## src/rtl/bsp_pkg.sv

```systemverilog
`timescale 1ns/1ps
package bsp_pkg;
  typedef enum logic {SRC_INT = 1'b0, SRC_EXT = 1'b1} clk_src_e;

  typedef struct packed {
    logic rise;
    logic fall;
  } sck_edge_t;
endpackage

```

## src/rtl/bsp_sync.sv

```systemverilog
`timescale 1ns/1ps
module bsp_sync #(
  parameter int W = 1,
  parameter logic [W-1:0] INIT = '1
)(
  input  logic         clk,
  input  logic         rst_n,
  input  logic [W-1:0] d,
  output logic [W-1:0] q
);
  logic [W-1:0] s1_q, s2_q;

  always_ff @(posedge clk or negedge rst_n) begin
    if (!rst_n) begin
      s1_q <= INIT;
      s2_q <= INIT;
    end else begin
      s1_q <= d;
      s2_q <= s1_q;
    end
  end

  assign q = s2_q;
endmodule

```

## src/rtl/bsp_clkgen.sv

```systemverilog
`timescale 1ns/1ps
module bsp_clkgen import bsp_pkg::*; #(
  parameter int HALF = 8
)(
  input  logic      clk,
  input  logic      rst_n,
  input  clk_src_e  src,
  input  logic      run,
  input  logic      idle,
  input  logic      sck_ext_s,
  output sck_edge_t ev,
  output logic      sck_int
);
  localparam int PER = 2 * HALF;
  localparam int DVW = $clog2(PER);
  localparam logic [DVW-1:0] HALF_V = DVW'(HALF);
  localparam logic [DVW-1:0] LAST_V = DVW'(PER - 1);

  logic [DVW-1:0] div_q;
  logic           sck_q;
  logic           ext_prev_q;

  always_comb begin
    if (src == SRC_EXT) begin
      ev.fall = run && ext_prev_q && !sck_ext_s;
      ev.rise = run && !ext_prev_q && sck_ext_s;
    end else begin
      ev.fall = run && (div_q == '0);
      ev.rise = run && (div_q == HALF_V);
    end
  end

  always_ff @(posedge clk or negedge rst_n) begin
    if (!rst_n) begin
      div_q      <= '0;
      sck_q      <= 1'b1;
      ext_prev_q <= 1'b1;
    end else begin
      ext_prev_q <= sck_ext_s;
      if (idle) begin
        div_q <= '0;
        sck_q <= 1'b1;
      end else if (run && src == SRC_INT) begin
        div_q <= (div_q == LAST_V) ? '0 : div_q + 1'b1;
        if (div_q == '0)         sck_q <= 1'b0;
        else if (div_q == HALF_V) sck_q <= 1'b1;
      end
    end
  end

  assign sck_int = sck_q;

  // an internal falling event is always followed by a low clock
  a_r4_fall_drives_low: assert property (@(posedge clk) disable iff (!rst_n)
    (src == SRC_INT && ev.fall) |=> !sck_int);
  // an internal rising event is always followed by a high clock
  a_r4_rise_drives_high: assert property (@(posedge clk) disable iff (!rst_n)
    (src == SRC_INT && ev.rise) |=> sck_int);
endmodule

```

## src/rtl/bsp_fifo.sv

```systemverilog
`timescale 1ns/1ps
module bsp_fifo #(
  parameter int DEPTH = 8,
  parameter int DW = 8,
  localparam int AW = $clog2(DEPTH),
  localparam int CW = AW + 1
)(
  input  logic          clk,
  input  logic          rst_n,
  input  logic          push_en,
  input  logic [DW-1:0] push_data,
  input  logic          pop_en,
  input  logic          xw_en,
  input  logic [AW-1:0] xw_off,
  input  logic [DW-1:0] xw_data,
  input  logic [AW-1:0] xr_off,
  input  logic          set_cnt_en,
  input  logic [CW-1:0] set_cnt_val,
  output logic [DW-1:0] head_data,
  output logic [DW-1:0] xr_data,
  output logic [CW-1:0] cnt
);
  logic [DW-1:0] mem_q [DEPTH];
  logic [AW-1:0] head_q;
  logic [CW-1:0] cnt_q;
  logic [AW-1:0] tail_a, xw_a, xr_a;

  assign tail_a = head_q + cnt_q[AW-1:0];
  assign xw_a   = head_q + xw_off;
  assign xr_a   = head_q + xr_off;

  always_ff @(posedge clk) begin
    if (push_en) mem_q[tail_a] <= push_data;
    if (xw_en)   mem_q[xw_a]   <= xw_data;
  end

  always_ff @(posedge clk or negedge rst_n) begin
    if (!rst_n) begin
      head_q <= '0;
      cnt_q  <= '0;
    end else begin
      if (pop_en) head_q <= head_q + 1'b1;
      if (set_cnt_en) cnt_q <= set_cnt_val;
      else            cnt_q <= cnt_q + CW'(push_en) - CW'(pop_en);
    end
  end

  assign head_data = mem_q[head_q];
  assign xr_data   = mem_q[xr_a];
  assign cnt       = cnt_q;

  a_r1_no_overflow: assert property (@(posedge clk) disable iff (!rst_n)
    push_en |-> (cnt_q < CW'(DEPTH)));
  a_r1_no_underflow: assert property (@(posedge clk) disable iff (!rst_n)
    pop_en |-> (cnt_q != '0));
  a_r7_count_bound: assert property (@(posedge clk) disable iff (!rst_n)
    cnt_q <= CW'(DEPTH));
endmodule

```

## src/rtl/burst_serial_port.sv

```systemverilog
`timescale 1ns/1ps
module burst_serial_port import bsp_pkg::*; #(
  parameter int DEPTH = 8,
  parameter int DW = 8,
  parameter int HALF = 8,
  localparam int AW = $clog2(DEPTH)
)(
  input  logic          clk,
  input  logic          rst_n,
  input  logic          in_valid,
  output logic          in_ready,
  input  logic [DW-1:0] in_data,
  output logic          out_valid,
  input  logic          out_ready,
  output logic [DW-1:0] out_data,
  input  logic          start,
  input  logic [AW-1:0] burst_len_m1,
  input  logic          ext_clk_mode,
  input  logic          cs_mode,
  output logic          busy,
  output logic          done,
  output logic          done_flag,
  output logic          abort_err,
  input  logic          sck_i,
  output logic          sck_o,
  output logic          sck_oe,
  input  logic          sdi,
  output logic          sdo,
  output logic          sdo_oe,
  input  logic          cs_n
);
  localparam int CW  = AW + 1;
  localparam int BCW = $clog2(DW);
  localparam logic [BCW-1:0] LAST_BIT = BCW'(DW - 1);

  // synchronized pins: {sck, select, data}
  logic [2:0] pins_s;
  logic       sck_s, cs_s, sdi_s;
  bsp_sync #(.W(3), .INIT(3'b111)) u_sync (
    .clk(clk), .rst_n(rst_n), .d({sck_i, cs_n, sdi}), .q(pins_s));
  assign {sck_s, cs_s, sdi_s} = pins_s;

  logic          busy_q, done_q, done_flag_q, err_q, mid_q, cs_d_q, sdo_q;
  logic [AW-1:0] len_q, idx_q;
  logic [BCW-1:0] bitn_q;
  logic [DW-1:0] sh_tx_q, sh_rx_q;

  clk_src_e  src;
  sck_edge_t ev;
  logic      active, run, sdi_x, cs_rise, abort, byte_end, burst_end, start_ok;
  logic      push_en, pop_en;
  logic [DW-1:0] head_data, xr_data, rx_byte;
  logic [CW-1:0] cnt;

  assign src      = ext_clk_mode ? SRC_EXT : SRC_INT;
  assign active   = !cs_mode || !cs_s;
  assign run      = busy_q && active;
  assign sdi_x    = ext_clk_mode ? sdi_s : sdi;
  assign cs_rise  = cs_s && !cs_d_q;
  assign abort    = busy_q && cs_mode && cs_rise && mid_q;
  assign byte_end = ev.rise && (bitn_q == LAST_BIT);
  assign burst_end = byte_end && (idx_q == len_q);
  assign start_ok = start && !busy_q;
  assign rx_byte  = {sh_rx_q[DW-2:0], sdi_x};

  bsp_clkgen #(.HALF(HALF)) u_clk (
    .clk(clk), .rst_n(rst_n), .src(src), .run(run), .idle(!busy_q),
    .sck_ext_s(sck_s), .ev(ev), .sck_int(sck_o));

  assign in_ready  = !busy_q && !start && (cnt < CW'(DEPTH));
  assign out_valid = !busy_q && !start && (cnt != '0);
  assign push_en   = in_valid && in_ready;
  assign pop_en    = out_valid && out_ready;

  bsp_fifo #(.DEPTH(DEPTH), .DW(DW)) u_fifo (
    .clk(clk), .rst_n(rst_n),
    .push_en(push_en), .push_data(in_data), .pop_en(pop_en),
    .xw_en(byte_end), .xw_off(idx_q), .xw_data(rx_byte),
    .xr_off(busy_q ? idx_q + 1'b1 : '0),
    .set_cnt_en(burst_end), .set_cnt_val(CW'(len_q) + CW'(1)),
    .head_data(out_data), .xr_data(xr_data), .cnt(cnt));
  assign head_data = out_data;

  always_ff @(posedge clk or negedge rst_n) begin
    if (!rst_n) begin
      busy_q      <= 1'b0;
      done_q      <= 1'b0;
      done_flag_q <= 1'b0;
      err_q       <= 1'b0;
      mid_q       <= 1'b0;
      cs_d_q      <= 1'b1;
      sdo_q       <= 1'b1;
      len_q       <= '0;
      idx_q       <= '0;
      bitn_q      <= '0;
      sh_tx_q     <= '0;
      sh_rx_q     <= '0;
    end else begin
      cs_d_q <= cs_s;
      done_q <= burst_end;
      if (start_ok) begin
        busy_q      <= 1'b1;
        len_q       <= burst_len_m1;
        idx_q       <= '0;
        bitn_q      <= '0;
        mid_q       <= 1'b0;
        sh_tx_q     <= xr_data;
        done_flag_q <= 1'b0;
        err_q       <= 1'b0;
      end else if (abort) begin
        busy_q <= 1'b0;
        err_q  <= 1'b1;
        mid_q  <= 1'b0;
      end else begin
        if (ev.fall) begin
          sdo_q   <= sh_tx_q[DW-1];
          sh_tx_q <= {sh_tx_q[DW-2:0], 1'b0};
          mid_q   <= 1'b1;
        end
        if (ev.rise) begin
          sh_rx_q <= rx_byte;
          bitn_q  <= bitn_q + 1'b1;
          if (byte_end) begin
            mid_q <= 1'b0;
            if (burst_end) begin
              busy_q      <= 1'b0;
              done_flag_q <= 1'b1;
            end else begin
              idx_q   <= idx_q + 1'b1;
              sh_tx_q <= xr_data;
            end
          end
        end
      end
    end
  end

  assign busy      = busy_q;
  assign done      = done_q;
  assign done_flag = done_flag_q;
  assign abort_err = err_q;
  assign sdo       = sdo_q;
  assign sdo_oe    = active;
  assign sck_oe    = active && !ext_clk_mode;

  // the completion pulse never overlaps a running burst
  a_r6_done_when_idle: assert property (@(posedge clk) disable iff (!rst_n)
    done |-> (!busy && done_flag));
  // an abort never comes with a completion pulse
  a_r9_abort_no_done: assert property (@(posedge clk) disable iff (!rst_n)
    $rose(abort_err) |-> (!done && !busy));
  // internal clock, data moves only with a falling shift clock
  a_r3_sdo_on_fall: assert property (@(posedge clk) disable iff (!rst_n)
    (!ext_clk_mode && $past(!ext_clk_mode) && !$stable(sdo)) |-> $fell(sck_o));
  // clock rests high once idle for a cycle
  a_r4_idle_high: assert property (@(posedge clk) disable iff (!rst_n)
    (!busy && $past(!busy)) |-> sck_o);
  // no clock drive while data drive is off
  a_r8_oe_pair: assert property (@(posedge clk) disable iff (!rst_n)
    !sdo_oe |-> !sck_oe);
  // a start while busy leaves the burst running
  a_r2_start_ignored: assert property (@(posedge clk) disable iff (!rst_n)
    (busy && start && !done_flag && !abort_err) |=> (busy || done_flag || abort_err));
endmodule

```

## config.mk

```make
export PLATFORM = sky130hd
export DESIGN_NAME = burst_serial_port
export DESIGN_NICKNAME = d
export VERILOG_FILES = /design/src/rtl/bsp_pkg.sv /design/src/rtl/bsp_sync.sv /design/src/rtl/bsp_clkgen.sv /design/src/rtl/bsp_fifo.sv /design/src/rtl/burst_serial_port.sv
export SDC_FILE = /design/constraint.sdc
export NUM_CORES = 1
export LEC_CHECK = 0
export BUFFER_PORTS_ARGS = -buffer_cell sky130_fd_sc_hd__clkbuf_2
export CAP_MARGIN = 5
export CORE_MARGIN = 4
export CORE_UTILIZATION = 35
export DETAILED_ROUTE_END_ITERATION = 8
export HOLD_SLACK_MARGIN = 0.1
export PLACE_DENSITY = 0.61
export SLEW_MARGIN = 20
export SYNTH_ARGS = -nofsm -noshare
export SYNTH_HDL_FRONTEND = slang
export SYNTH_SLANG_ARGS = --single-unit
```

## constraint.sdc

```tcl
create_clock -name clk -period 12 [get_ports clk]
set_input_delay 2.4 -clock clk [delete_from_list [all_inputs] [get_ports clk]]
set_output_delay 2.4 -clock clk [all_outputs]
set_load 0.01 [all_outputs]
```

After elaboration in Yosys (flattened, before gate mapping)
Memory sizes are Yosys's and may differ from the RTL's.
Cells that the tools add are included.
{ "word_totals": {"regBits": 50, "mem_bits_rw": 64, "in_bits": 21, "n_memories": 1} }
{ "mem_list": {"columns": ["name", "words", "word_bits", "rd", "rd_ports_with_merged_regs", "write_ports", "line_no", "source"], "rows": [
  ["u_fifo.mem_q", 8, 8, 2, 0, 1, "bsp_fifo.sv:23", "logic [DW-1:0] mem_q [DEPTH];"]
]} }
{ "op_classes": {"addsub": 10, "n_lt_le_gt_ge": 1, "n_eq_ne": 8, "n_mux": 50, "bitwise": 3, "reduce_logical": 47} }
{ "ops": {"columns": ["cell", "n"], "rows": [
  ["8-bit 2-to-1 mux", 7],
  ["3-bit 2-to-1 mux", 10],
  ["1-bit 2-to-1 mux", 28],
  ["1-bit logical AND", 21],
  ["4-bit 2-to-1 mux", 4],
  ["3-bit by 1-bit adder with 3-bit output (second input constant)", 3],
  ["3-bit adder", 3],
  ["3-bit AND reduction", 3],
  ["3-bit nonzero test", 3],
  ["4-bit == test (second input constant)", 2],
  ["1-bit zero test", 8],
  ["4-bit AND reduction", 2],
  ["2-bit nonzero test", 4],
  ["8-bit OR reduction", 1],
  ["2-bit by 1-bit inequality test with 1-bit output (second input constant)", 3],
  ["3-bit by 1-bit adder with 4-bit output (second input constant)", 1],
  ["4-bit by 1-bit adder with 4-bit output", 1],
  ["4-bit by 1-bit adder with 4-bit output (second input constant)", 1],
  ["4-bit zero test", 1],
  ["4-bit < comparator (second input constant)", 1],
  ["2-bit AND reduction", 2],
  ["4-bit nonzero test", 1],
  ["4-bit by 1-bit subtractor with 4-bit output", 1],
  ["3-bit == test", 1],
  ["5 further kinds", 7]
]} }

Depth between registers and ports, before layout
Gate-level depths: netlist (run 1).
{ "logic_depth": {"word_depth": 13, "depth_mapped": 13} }

Cells and area by module
From an unflattened synthesis (run 1), not the netlist that was laid out.
{ "hier_totals": {"cells_unflattened": 444, "area_unflattened_um2": 6443.7} }
{ "by_module_without_submodules": {"columns": ["mod", "instances", "cells_per_inst", "area_per_inst_um2", "seq_area_each_um2"], "rows": [
  ["bsp_fifo", 1, 266, 4415.5, 2097.0],
  ["burst_serial_port", 1, 139, 1540.2, 778.2],
  ["bsp_clkgen", 1, 33, 330.3, 152.6],
  ["bsp_sync", 1, 6, 157.7, 157.7]
]} }

Worst setup path after synthesis (run 1)
No wires, ideal clock.
{ "synth_timing": {"kind": "input to register", "start": "in ext_clk_mode", "end": "mem u_fifo.mem_q[4][0], enable pin", "setup_ns": 0.395, "arrival_ns": 5.197, "t_required_ns": 11.605, "path_slack_ns": 6.408, "path_stages": 11, "path_cell_list": "and4bb_2 > o2111ai_2 > buf_6 > buf_2 > nand2_1 > o21ai_0 > ha_1 > fa_1 > xor2_1 > xor2_1 > nor4_1"} }
{ "synth_via": {"elab_chain_cells": 7, "word_cells_on_any_way": 8, "classes_between": "mux: 6; reduce/logical: 2"} }
{ "synth_rtl": {"columns": ["element", "line_no", "source"], "rows": [
  ["from (decl)", "burst_serial_port.sv:18", "input logic ext_clk_mode,"],
  ["1-bit 2-to-1 mux (*)", "burst_serial_port.sv:55", "assign src = ext_clk_mode ? SRC_EXT : SRC_INT;"],
  ["2-bit 2-to-1 mux (*)", "bsp_clkgen.sv:24", "if (src == SRC_EXT) begin"],
  ["1-bit logical AND (*)", "burst_serial_port.sv:61", "assign byte_end = ev.rise && (bitn_q == LAST_BIT);"],
  ["1-bit 2-to-1 mux (*)", "bsp_fifo.sv:34", "if (xw_en) mem_q[xw_a] <= xw_data;"],
  ["1-bit 2-to-1 mux (not written as such) (*)", "bsp_fifo.sv:34", null],
  ["8-bit OR reduction (no source line)", null, null],
  ["3-bit 2-to-1 mux (no source line) / 1-bit 2-to-1 mux (equally long branches)", null, null],
  ["to (decl)", "bsp_fifo.sv:23", null]
]} }
Every way passes the cells marked *; elsewhere a longest branch is shown, timed or not.

Worst setup path in the final report (run 1)
{ "layout_timing": {"start": "in ext_clk_mode", "end": "mem u_fifo.mem_q[0][1], enable pin"} }
The elaborated chain is that of the path after synthesis.

==> metrics.md, run 1 <==
| Metric | Value |
|---|---|
| Run status | finished clean |
| Top cells by area, synth | edfxtp_1, dfrtp_1, mux4_2, mux4_4, mux2_2 |
| GPL Wtd Cong | 0.7948 |
| Metal1 wirelength | 5.145 mm |
| Full die area | 18050 µm² |
| Cells after Synth | 370 |
| Post-CTS Setup Repair Bufs | 0 |
| ANT nets after route | 0 |
| Critical Path Source Type | input pin |
| Classification of the worst setup path | input pin to flop |
| Reg2Reg Launch Point | u_clk.div_q[0] |
| Routed vias | 3243 |
| Yosys warns | 0 |
| Max-cap viol count | 0 |
| Crit path DAT | 5.62 ns |
| Syn Area/Cell | 15.10 µm² |
| Most instantiated cells after synthesis | edfxtp_1, dfrtp_1, mux2_2 |
| Clock transition at the registers of the reported paths | 0.05 ns |
| Fmax | 182.1 MHz |
| Post-synth ARST share | 43.86% |
| Congestion Overflow GR | 0 |
| Largest net degree at the start of global routing | 51 |
| CTS resizes | 0 |
| Final nets | 452 |
| Total negative setup slack | 0 ns |
| Met3 wire length | 515 µm |
| Top-count cell post-synth | edfxtp_1 |
| Vias in the first global route | 3296 |
| Final WL | 11.77 mm |
| Post-Syn Area | 5587 µm² |
| Synth Register Bits | 114 |
| First-pass DRT Iterations | 4 |
| WL met2 | 5.902 mm |
| P_leak | 0.002567 µW |
| Worst-case reg-to-reg path depth | 11 |
| Register area share after synthesis | 57.02% |
| Critical Path RT | 12.12 ns |
| Post-synth top area cell | edfxtp_1 |
| Layout area overhead | 18.12% |
| Net Count, Synth | 408 |
| Worst hold path type | flop to flop |
| Number of port buffers | 38 |
| Synth Flop Type | edfxtp_1 |
| Slew Limit Fails | 0 |
| Hold Crit Depth | 0 |
| Critical Path End Type | flop |
| Area share of the largest cell type after synthesis | 34.40% |
| Filler Cells Inserted | 1397 |
| Power Density | 270.0 nW/µm² |
| CP Max Fanout | 21 |
| Post-Route Skew | 0.008638 ns |
| First-pass GRT wire length | 18.62 mm |
| Diodes inserted | 0 |
| Clock sinks | 114 |
| Starting Density | 36.21% |
| Number of synthesized flops with an enable pin | 64 |
| Pwr Total | 1782 µW |
| Top Layer Used | met4 |
| Initial DRC Count | 213 |
| Setup Viol. Count Final | 0 |
| Clk_lat worst skew | 0.42 ns |
| Worst path max stage delay | 0.76 ns |
| Layout cell share with drive strength beyond 1 | 39.34% |
| Hold Startpoint | u_sync.s1_q[2] |
| Footprint of the multi-input gates | 2190 µm² |
| Dpl hpwl | 8.638 mm |
| Core area | 15430 µm² |
| I/O pins | 39 |
| GRT Total Usage | 13.69% |
| Total CTS buffers | 17 |
| Unrepaired setup endpoints after global routing | no |
| CP cell instances | clkbuf_2 -> and4bb_2 -> o2111ai_2 -> buf_4 -> mux2_2 -> fa_1 -> xor2_1 -> xnor2_1 -> nor4_1 -> buf_4 |
| Wire per inst | 18.45 µm |
| Rows | 45 |
| Max-slew headroom | 33.90% |
| Final core occ | 42.77% |
| Crit-path slowest cell | nor4_1 |
| Final worst path period share | 45.76% |
| Register Area | 3186 µm² |
| Final hold vios | 0 |
| Die X | 134.3 µm |
| Synth cell types | 50 |
| Via-per-instance ratio | 5.083 |
| Root Buffer | clkbuf_16 |
| Initial antenna violation count | 0 |
| Maximum vdd drop | 171.1 µV |
| H-Tree Depth | 4 |
| Tightest Pin Transition | 0.9915 ns |
| Die extent in y | 134.3 µm |
| Min cycle time layout | 5.491 ns |
| CTS tree | yes |
| Fin Hold WS | 0.3551 ns |
| DR DRC count | 0 |
| Critical path origin | ext_clk_mode |
| Bufs on Longest Clock Path | 2 |
| Most Frequent Cell on Critical Path | buf_4 |
| CTS Hold Bufs | 0 |
## worst max-delay path, delay by kind of cell
family | cells | cell delay, ns
simple gates | 2 | 1.03
buf+inv | 3 | 0.72
xor+xnor | 2 | 0.47
fa+ha+maj | 1 | 0.41
mux | 1 | 0.39
compound gates | 1 | 0.18
## cell type report
type | count | share of cell area [%]
sequential | 114 | 48.27
inverter | 25 | 1.422
timing repair buffer | 44 | 3.527
tap | 211 | 4.001
clock inverter | 15 | 3.148
multi-input combinational | 212 | 33.18
clock buffer | 17 | 6.447
## layout by cell type (no fill, tap or decap), types with 2 or more instances in the layout
| master | n |
|---|---|
| edfxtp_1 | 64 |
| dfrtp_1 | 40 |
| clkbuf_2 | 38 |
| mux2_2 | 26 |
| inv_1 | 24 |
| nand2_1 | 22 |
| mux4_2 | 18 |
| clkbuf_16 | 17 |
| o21ai_0 | 16 |
| mux4_4 | 14 |
| ha_1 | 14 |
| nand3_1 | 13 |
| nor2_1 | 12 |
| xnor2_1 | 10 |
| dfstp_2 | 10 |
| a21oi_1 | 8 |
| o211ai_2 | 7 |
| o221a_2 | 7 |
| buf_4 | 5 |
| mux2i_1 | 4 |
| xor2_1 | 4 |
| clkinvlp_4 | 4 |
| bufinv_16 | 4 |
| and2_1 | 3 |
| and3_1 | 3 |
| nand3b_1 | 3 |
| fa_1 | 3 |
| inv_6 | 3 |
| clkinv_4 | 3 |
| nor3_2 | 2 |
| nor4_1 | 2 |
## registers in the layout, indices dropped and copies added (netlist names), 3 cells and up
signal         count
u_fifo.mem_q      64
idx_q              3
u_clk.div_q        4
u_sync.q           3
u_fifo.head_q      3
sh_rx_q            7
len_q              3
bitn_q             3
sh_tx_q            8
u_fifo.cnt         4
u_sync.s1_q        3
## metal layers
layer / GRT usage, % / vias up
met5: 0 / -
met4: 5.826 / 0
met3: 3.113 / 19
met2: 22.29 / 67
met1: 17.67 / 1662
li1: - / 1495
## through the flow
stage               setup slack [ns]  instance area [µm²]  instances
global placement               6.246                 5951        605
global route                   6.362                 6599        638
finish                         6.509                 6599        638
detailed placement             6.071                 5951        605
floorplan                      6.408                 5587        370
CTS                            6.480                 6584        637
## cell families (layout without fill, tap and decap cells)
kind of cell    after synthesis  in the layout  share of synthesized area [%]
compound gates               50             50                          6.943
buf+inv                      44            101                          3.964
simple gates                 69             69                          6.182
fa+ha+maj                    17             17                          4.211
xor+xnor                     14             14                          2.195
mux                          62             62                          19.48
flops                       114            114                          57.02
## power by group
group | internal (µW) | switching [µW] | leakage (µW)
clock network | 349 | 184 | 0.000296
logic | 354 | 339 | 0.00109
registers | 484 | 71.9 | 0.00118
total | 1190 | 595 | 0.00257
## worst paths after layout
path | end | slack, ns
worst max-delay path | u_fifo.mem_q[0][1] | 6.51
worst min-delay path | u_sync.q[2] | 0.36
worst max register to register | u_fifo.mem_q[0][1] | 7.97
min in group asynchronous | u_clk.div_q[1] | 2.09
max in group asynchronous | u_fifo.head_q[2] | 9.48
worst min register to register | u_sync.q[2] | 0.36
No activity file was read; power rests on OpenSTA's default activity.
==> inputs of run 2 (changes only) <==
--- a/config.mk
+++ b/config.mk
@@ -11,7 +11,7 @@
 export CORE_UTILIZATION = 35
 export DETAILED_ROUTE_END_ITERATION = 8
 export HOLD_SLACK_MARGIN = 0.1
-export PLACE_DENSITY = 0.61
+export PLACE_DENSITY = 0.63
 export SLEW_MARGIN = 20
 export SYNTH_ARGS = -nofsm -noshare
 export SYNTH_HDL_FRONTEND = slang
==> constraint.sdc (replaced) <==
create_clock -name clk -period 4.6 [get_ports clk]
set_input_delay 0.92 -clock clk [delete_from_list [all_inputs] [get_ports clk]]
set_output_delay 0.92 -clock clk [all_outputs]
set_load 0.01 [all_outputs]
==> metrics.md, run 2 (synthesis results as in run 1) <==
| Metric | Value |
|---|---|
| Run status | finished clean (unchanged) |
| GRT Total Usage | 13.81% (was 13.69%) |
| Final WL | 11.97 mm (was 11.77 mm) |
| Fin cells | 641 (was 638) |
| Worst-case reg-to-reg path depth | 9 (was 11) |
| Congestion Overflow GR | 0 (unchanged) |
| Worst hold path type | flop to flop (unchanged) |
| ANT nets after route | 0 (unchanged) |
| Rows | 45 (unchanged) |
| First-pass GRT wire length | 18.84 mm (was 18.62 mm) |
| Clock power share | 26.1% (was 29.9%) |
| CTS tree | yes (unchanged) |
| Most frequent cells in the layout | edfxtp_1, dfrtp_1, clkbuf_2, mux2_2, inv_1 (unchanged) |
| Via-per-instance ratio | 5.184 (was 5.083) |
| CTS resizes | 0 (unchanged) |
| Initial antenna violation count | 0 (unchanged) |
| Routed vias | 3323 (was 3243) |
| Min cycle time layout | 3.702 ns |
| Biggest regs | u_fifo.mem_q x64, sh_tx_q x8, sh_rx_q x7 (unchanged) |
| Slew Limit Fails | 0 (unchanged) |
| Max-cap viol count | 0 (unchanged) |
| Setup Viol. Count Final | 0 (unchanged) |
| Critical Path Source Type | flop (was input pin) |
| Core area | 15430 µm² (unchanged) |
| H-Tree Depth | 4 (unchanged) |
| Power Density | 679.7 nW/µm² (was 270.0 nW/µm²) |
| First-pass DRT Iterations | 4 (unchanged) |
| Total negative setup slack | 0 ns (unchanged) |
| Maximum vdd drop | 416.1 µV (was 171.1 µV) |
| Die extent in y | 134.3 µm (unchanged) |
| Switch Pwr | 1494 µW (was 594.6 µW) |
| Met3 usage | 3.976% (was 3.113%) |
| Grt met2 use | 21.70% (was 22.29%) |
| Final hold vios | 0 (unchanged) |
| Dpl hpwl | 8.567 mm (was 8.638 mm) |
| Clk_lat worst skew | 0.41 ns (was 0.42 ns) |
| FF-to-FF setup slack | 0.90 ns (was 7.97 ns) |
| Root Buffer | clkbuf_16 (unchanged) |
| Hold Crit Depth | 0 (unchanged) |
| Reg2Reg Launch Point | u_clk.div_q[0] (unchanged) |
| Unrepaired setup endpoints after global routing | no (unchanged) |
| Footprint of the multi-input gates | 2180 µm² (was 2190 µm²) |
| Placed insts | 608 (was 605) |
| Sw frac | 33.85% (was 33.38%) |
| Filler Cells Inserted | 1428 (was 1397) |
| Fmax | 270.1 MHz |
| Layout cell share with drive strength beyond 1 | 36.98% (was 39.34%) |
| Most common cell after layout, fill and taps aside | edfxtp_1 (unchanged) |
| GPL Wtd Cong | 0.8611 (was 0.7948) |
| Full die area | 18050 µm² (unchanged) |
| Max reg flops | 64 (unchanged) |
| Classification of the worst setup path | flop to flop (was input pin to flop) |
| Post-CTS Setup Repair Bufs | 0 (unchanged) |
| Fin Hold WS | 0.3544 ns (was 0.3551 ns) |
| Starting Density | 36.21% (unchanged) |
| Pwr Total | 4414 µW (was 1782 µW) |
| Tightest Pin Transition | 0.9184 ns (was 0.9915 ns) |
| GR Util met1 | 18.14% (was 17.67%) |
| CTS Hold Bufs | 0 (unchanged) |
| I/O pins | 39 (unchanged) |
| Total CTS buffers | 17 (unchanged) |
| Logic pwr share | 41.0% (was 38.9%) |
| Diodes inserted | 0 (unchanged) |
| Register Area | 3186 µm² (unchanged) |
| Vias in the first global route | 3304 (was 3296) |
| Clock transition at the registers of the reported paths | 0.05 ns (about the same) |
| Die X | 134.3 µm (unchanged) |
| Final nets | 455 (was 452) |
| Critical Path End Type | flop (unchanged) |
| P_leak | 0.002538 µW (was 0.002567 µW) |
| Sequential Power Share | 32.8% (was 31.2%) |
| Hold path endpoint | u_sync.q[2] (unchanged) |
| Layout area overhead | 16.24% (was 18.12%) |
| Crit path DAT | 3.74 ns (was 5.62 ns) |
| Wire per inst | 18.67 µm (was 18.45 µm) |
| Clock sinks | 114 (unchanged) |
| Number of port buffers | 38 (unchanged) |
| Largest reg by FF count | u_fifo.mem_q (unchanged) |
| P_int | 2920 µW (was 1187 µW) |
| Critical Path RT | 4.64 ns (was 12.12 ns) |
| DR DRC count | 0 (unchanged) |
| GRT busiest layer | met2 (unchanged) |
| Post-Route Skew | 0.008909 ns (was 0.008638 ns) |
| Hold Startpoint | u_sync.s1_q[2] (unchanged) |
| Bufs on Longest Clock Path | 2 (unchanged) |
| Initial DRC Count | 241 (was 213) |
| CP Max Fanout | 9 (was 21) |
| R2R Path End | u_fifo.mem_q[7][5] (was u_fifo.mem_q[0][1]) |
| Max-slew headroom | 38.13% (was 33.90%) |
| Largest net degree at the start of global routing | 51 (unchanged) |
| Final worst path period share | 80.48% |
[run 2: cell type report]
class,instances,share of cell area (%)
inverters,25,1.445
flip-flops and latches,114,49.06
repair buffers,47,3.969
well taps,211,4.066
clock buffers,23,6.898
multi-input cells,212,33.56
clock inverters,9,1.002
[run 2: routing by layer]
layer	vias up	wire, µm
met4	0	167
met2	97	5837
met1	1703	5191
met3	15	769
met5	-	0
li1	1508	-
[run 2: power groups by stage]
stage                     Sequential (µW)  Clock, µW  Combinational, µW
after floorplan                      1380          0               1510
after global placement               1460          0               1790
after detailed placement             1460          0               1830
after CTS                            1450       1170               1840
after global routing                 1470       1220               1980
final                                1450       1150               1810
[run 2: critical path: stages, from the launching register on]
cell	delay (ns)
dfrtp_1	0.38
inv_1	0.09
ha_1	0.23
and4bb_2	0.24
o2111ai_2	0.46
mux2_2	0.41
fa_1	0.40
xor2_1	0.20
xor2_1	0.24
nor2_1	0.67
[run 2: how the worst max path moves through the flow]
stage                     cells past startpoint  slack [ns]                  to      startpoint
after floorplan                              11        0.49  u_fifo.mem_q[4][0]    ext_clk_mode
after global placement                        8        0.61  u_fifo.mem_q[7][5]    ext_clk_mode
after detailed placement                      8        0.45  u_fifo.mem_q[7][5]    ext_clk_mode
after CTS                                     9        0.85  u_fifo.mem_q[7][2]  u_clk.div_q[0]
after global routing                          9        0.75  u_fifo.mem_q[7][2]  u_clk.div_q[0]
final                                         9        0.90  u_fifo.mem_q[7][5]  u_clk.div_q[0]
[run 2: per-stage QoR]
step | area [µm²] | util (%) | setup WS, ns
global route | 6494 | 42.09 | 0.7461
global placement | 5973 | 38.72 | 0.6058
detailed placement | 5973 | 38.72 | 0.4506
CTS | 6486 | 42.04 | 0.8532
finish | 6494 | 42.09 | 0.8979
floorplan | 5587 | - | 0.4883
==> inputs of run 3 (changes only) <==
==> constraint.sdc (replaced) <==
create_clock -name clk -period 3.1 [get_ports clk]
set_input_delay 0.62 -clock clk [delete_from_list [all_inputs] [get_ports clk]]
set_output_delay 0.62 -clock clk [all_outputs]
set_load 0.01 [all_outputs]
==> metrics.md, run 3 (synthesis results as in run 1) <==
| Metric | Value |
|---|---|
| Final core occ | 45.14% (was 42.09%) |
| Worst hold path type | input pin to asynchronous set/reset pin (was flop to flop) |
| Setup Viol. Count Final | 0 (unchanged) |
| Initial DRC Count | 240 (was 241) |
| CTS Hold Bufs | 0 (unchanged) |
| Critical Path Source Type | flop (unchanged) |
| Crit-path slowest cell | dfrtp_1 (was nor2_1) |
| Largest net degree at the start of global routing | 28 (was 51) |
| Critical Path RT | 3.22 ns (was 4.64 ns) |
| Maximum vdd drop | 753.5 µV (was 416.1 µV) |
| Wire per inst | 18.70 µm (was 18.67 µm) |
| CP Max Fanout | 8 (was 9) |
| Power Density | 1057 nW/µm² (was 679.7 nW/µm²) |
| Number of port buffers | 38 (unchanged) |
| Initial antenna violation count | 0 (unchanged) |
| Run status | finished clean (unchanged) |
| Rows | 45 (unchanged) |
| Die extent in y | 134.3 µm (unchanged) |
| Slew Limit Fails | 0 (unchanged) |
| Most frequent cells in the layout | edfxtp_1, dfrtp_1, clkbuf_2, buf_4, mux2_2 (was edfxtp_1, dfrtp_1, clkbuf_2, mux2_2, inv_1) |
| Max-cap viol count | 0 (unchanged) |
| Most Frequent Cell on Critical Path | xor2_4 (was xor2_1) |
| H-Tree Depth | 4 (unchanged) |
| Placed insts | 626 (was 608) |
| Max-slew headroom | 54.10% (was 38.13%) |
| Layout cell share with drive strength beyond 1 | 46.14% (was 36.98%) |
| Clk_lat worst skew | 0.42 ns (was 0.41 ns) |
| Congestion Overflow GR | 0 (unchanged) |
| ANT nets after route | 0 (unchanged) |
| CTS tree | yes (unchanged) |
| Clock transition at the registers of the reported paths | 0.06 ns (was 0.05 ns) |
| Vias in the first global route | 3567 (was 3304) |
| Bufs on Longest Clock Path | 2 (unchanged) |
| Fin cells | 664 (was 641) |
| Final worst path period share | 97.70% (was 80.48%) |
| Tightest Pin Transition | 0.6884 ns (was 0.9184 ns) |
| Die X | 134.3 µm (unchanged) |
| First-pass DRT Iterations | 4 (unchanged) |
| Pwr Total | 7362 µW (was 4414 µW) |
| Max reg flops | 64 (unchanged) |
| Met3 usage | 3.488% (was 3.976%) |
| Min cycle time layout | 3.029 ns (was 3.702 ns) |
| Diodes inserted | 0 (unchanged) |
| Final hold vios | 0 (unchanged) |
| Biggest regs | u_fifo.mem_q x64, sh_tx_q x8, sh_rx_q x7 (unchanged) |
| GPL Wtd Cong | 0.8071 (was 0.8611) |
| Via-per-instance ratio | 5.221 (was 5.184) |
| Clock sinks | 114 (unchanged) |
| Area post-placement | 6304 µm² (was 5973 µm²) |
| Unrepaired setup endpoints after global routing | yes (was no) |
| Crit path DAT | 3.15 ns (was 3.74 ns) |
| Most common cell after layout, fill and taps aside | edfxtp_1 (unchanged) |
| I/O pins | 39 (unchanged) |
| Classification of the worst setup path | flop to flop (unchanged) |
| Total CTS buffers | 17 (unchanged) |
| Final Cell Area | 6964 µm² (was 6494 µm²) |
| Grt met2 use | 24.75% (was 21.70%) |
| Post-Route Skew | 0.006817 ns (was 0.008909 ns) |
| Routed vias | 3467 (was 3323) |
| Fmax | 330.2 MHz (was 270.1 MHz) |
| Critical Path End Type | flop (unchanged) |
| Largest reg by FF count | u_fifo.mem_q (unchanged) |
| First-pass GRT wire length | 20.20 mm (was 18.84 mm) |
| GRT busiest layer | met2 (unchanged) |
| P_leak | 0.002722 µW (was 0.002538 µW) |
| GR Util met1 | 18.55% (was 18.14%) |
| Worst path max stage delay | 0.39 ns (was 0.67 ns) |
| Starting Density | 36.21% (unchanged) |
| Core area | 15430 µm² (unchanged) |
| Layout area overhead | 24.66% (was 16.24%) |
| Final WL | 12.42 mm (was 11.97 mm) |
| GRT Total Usage | 14.71% (was 13.81%) |
| Full die area | 18050 µm² (unchanged) |
| DR DRC count | 0 (unchanged) |
| CP cell instances | inv_2 -> ha_4 -> and4bb_2 -> o2111ai_4 -> nand2_1 -> o21ai_2 -> ha_2 -> fa_2 -> xor2_4 -> xor2_4 -> and3_4 (was inv_1 -> ha_1 -> and4bb_2 -> o2111ai_2 -> mux2_2 -> fa_1 -> xor2_1 -> xor2_1 -> nor2_1) |
| Root Buffer | clkbuf_16 (unchanged) |
| Final nets | 478 (was 455) |
| Dpl hpwl | 9.220 mm (was 8.567 mm) |
-- run 3: cell count changes in the layout (fill, tap and decap cells not counted), moves of 3 or more --
cell      delta
clkinv_1     -4
buf_4       +19
buf_12       +4
clkbuf_1     -6
inv_6        +7
clkinv_2     -3
-- run 3: report_power, final --
part / switching (µW) / internal [µW] / total (µW)
combinational: 1670 / 1670 / 3350
clock: 751 / 1200 / 1950
sequential: 187 / 1880 / 2060
-- run 3: worst paths after layout --
kind	startpoint	to	slack [ns]	cells past startpoint
hold reg to reg	u_sync.s1_q[1]	u_sync.q[1]	0.36	0
max in group asynchronous	rst_n	u_sync.q[1]	2.04	2
setup / recovery	u_clk.div_q[1]	u_fifo.mem_q[2][1]	0.07	11
min in group clk	sck_i	u_sync.s1_q[2]	0.29	1
hold / removal	rst_n	bitn_q[0]	0.23	1
setup reg to reg	u_clk.div_q[1]	u_fifo.mem_q[2][1]	0.07	11
-- run 3: routing by layer --
| metal | routed length, µm | part of all wire (%) |
|---|---|---|
| met3 | 441 | 3.6 |
| met4 | 282 | 2.3 |
| met2 | 6368 | 51 |
| met5 | 0 | 0 |
| met1 | 5323 | 43 |
-- run 3: area by class of cell --
class,count,area (µm²)
Clock buffer,17,425.4
Clock inverter,15,170.2
Fill cell,1343,8463
Inverter,25,93.84
Multi-Input combinational cell,212,2345
Sequential cell,114,3186
Tap cell,211,264.0
Timing Repair Buffer,70,480.5
-- run 3: through the flow --
step	worst slack, ns	hold WS (ns)	setup TNS (ns)
3_3_place_gp	-0.1065	0.3470	-2.616
2_1_floorplan	-0.08973	0.3244	-2.215
6_report	0.07142	0.2339	0
5_1_grt	-0.02903	0.2790	-0.2080
3_5_place_dp	-0.1570	0.3479	-5.055
4_1_cts	0.002063	0.2476	0
-- run 3: critical path, delay by kind of cell, from the launching register on --
family                   cells  cell delay [ns]
AND/OR/NAND/NOR              3             0.71
adder cells (fa/ha/maj)      3             0.72
buffers and inverters        1             0.10
XOR/XNOR                     2             0.55
flip-flops                   1             0.39
AO/OA/AOI/OAI                2             0.25
-- run 3: what timing repair did --
item	CTS	global route
buffers inserted	2	4
pin swaps	4	6
cloned	0	0
endpoints found under the hold margin	0	0
endpoints found under the setup margin	24	41
gates resized for setup	5	1
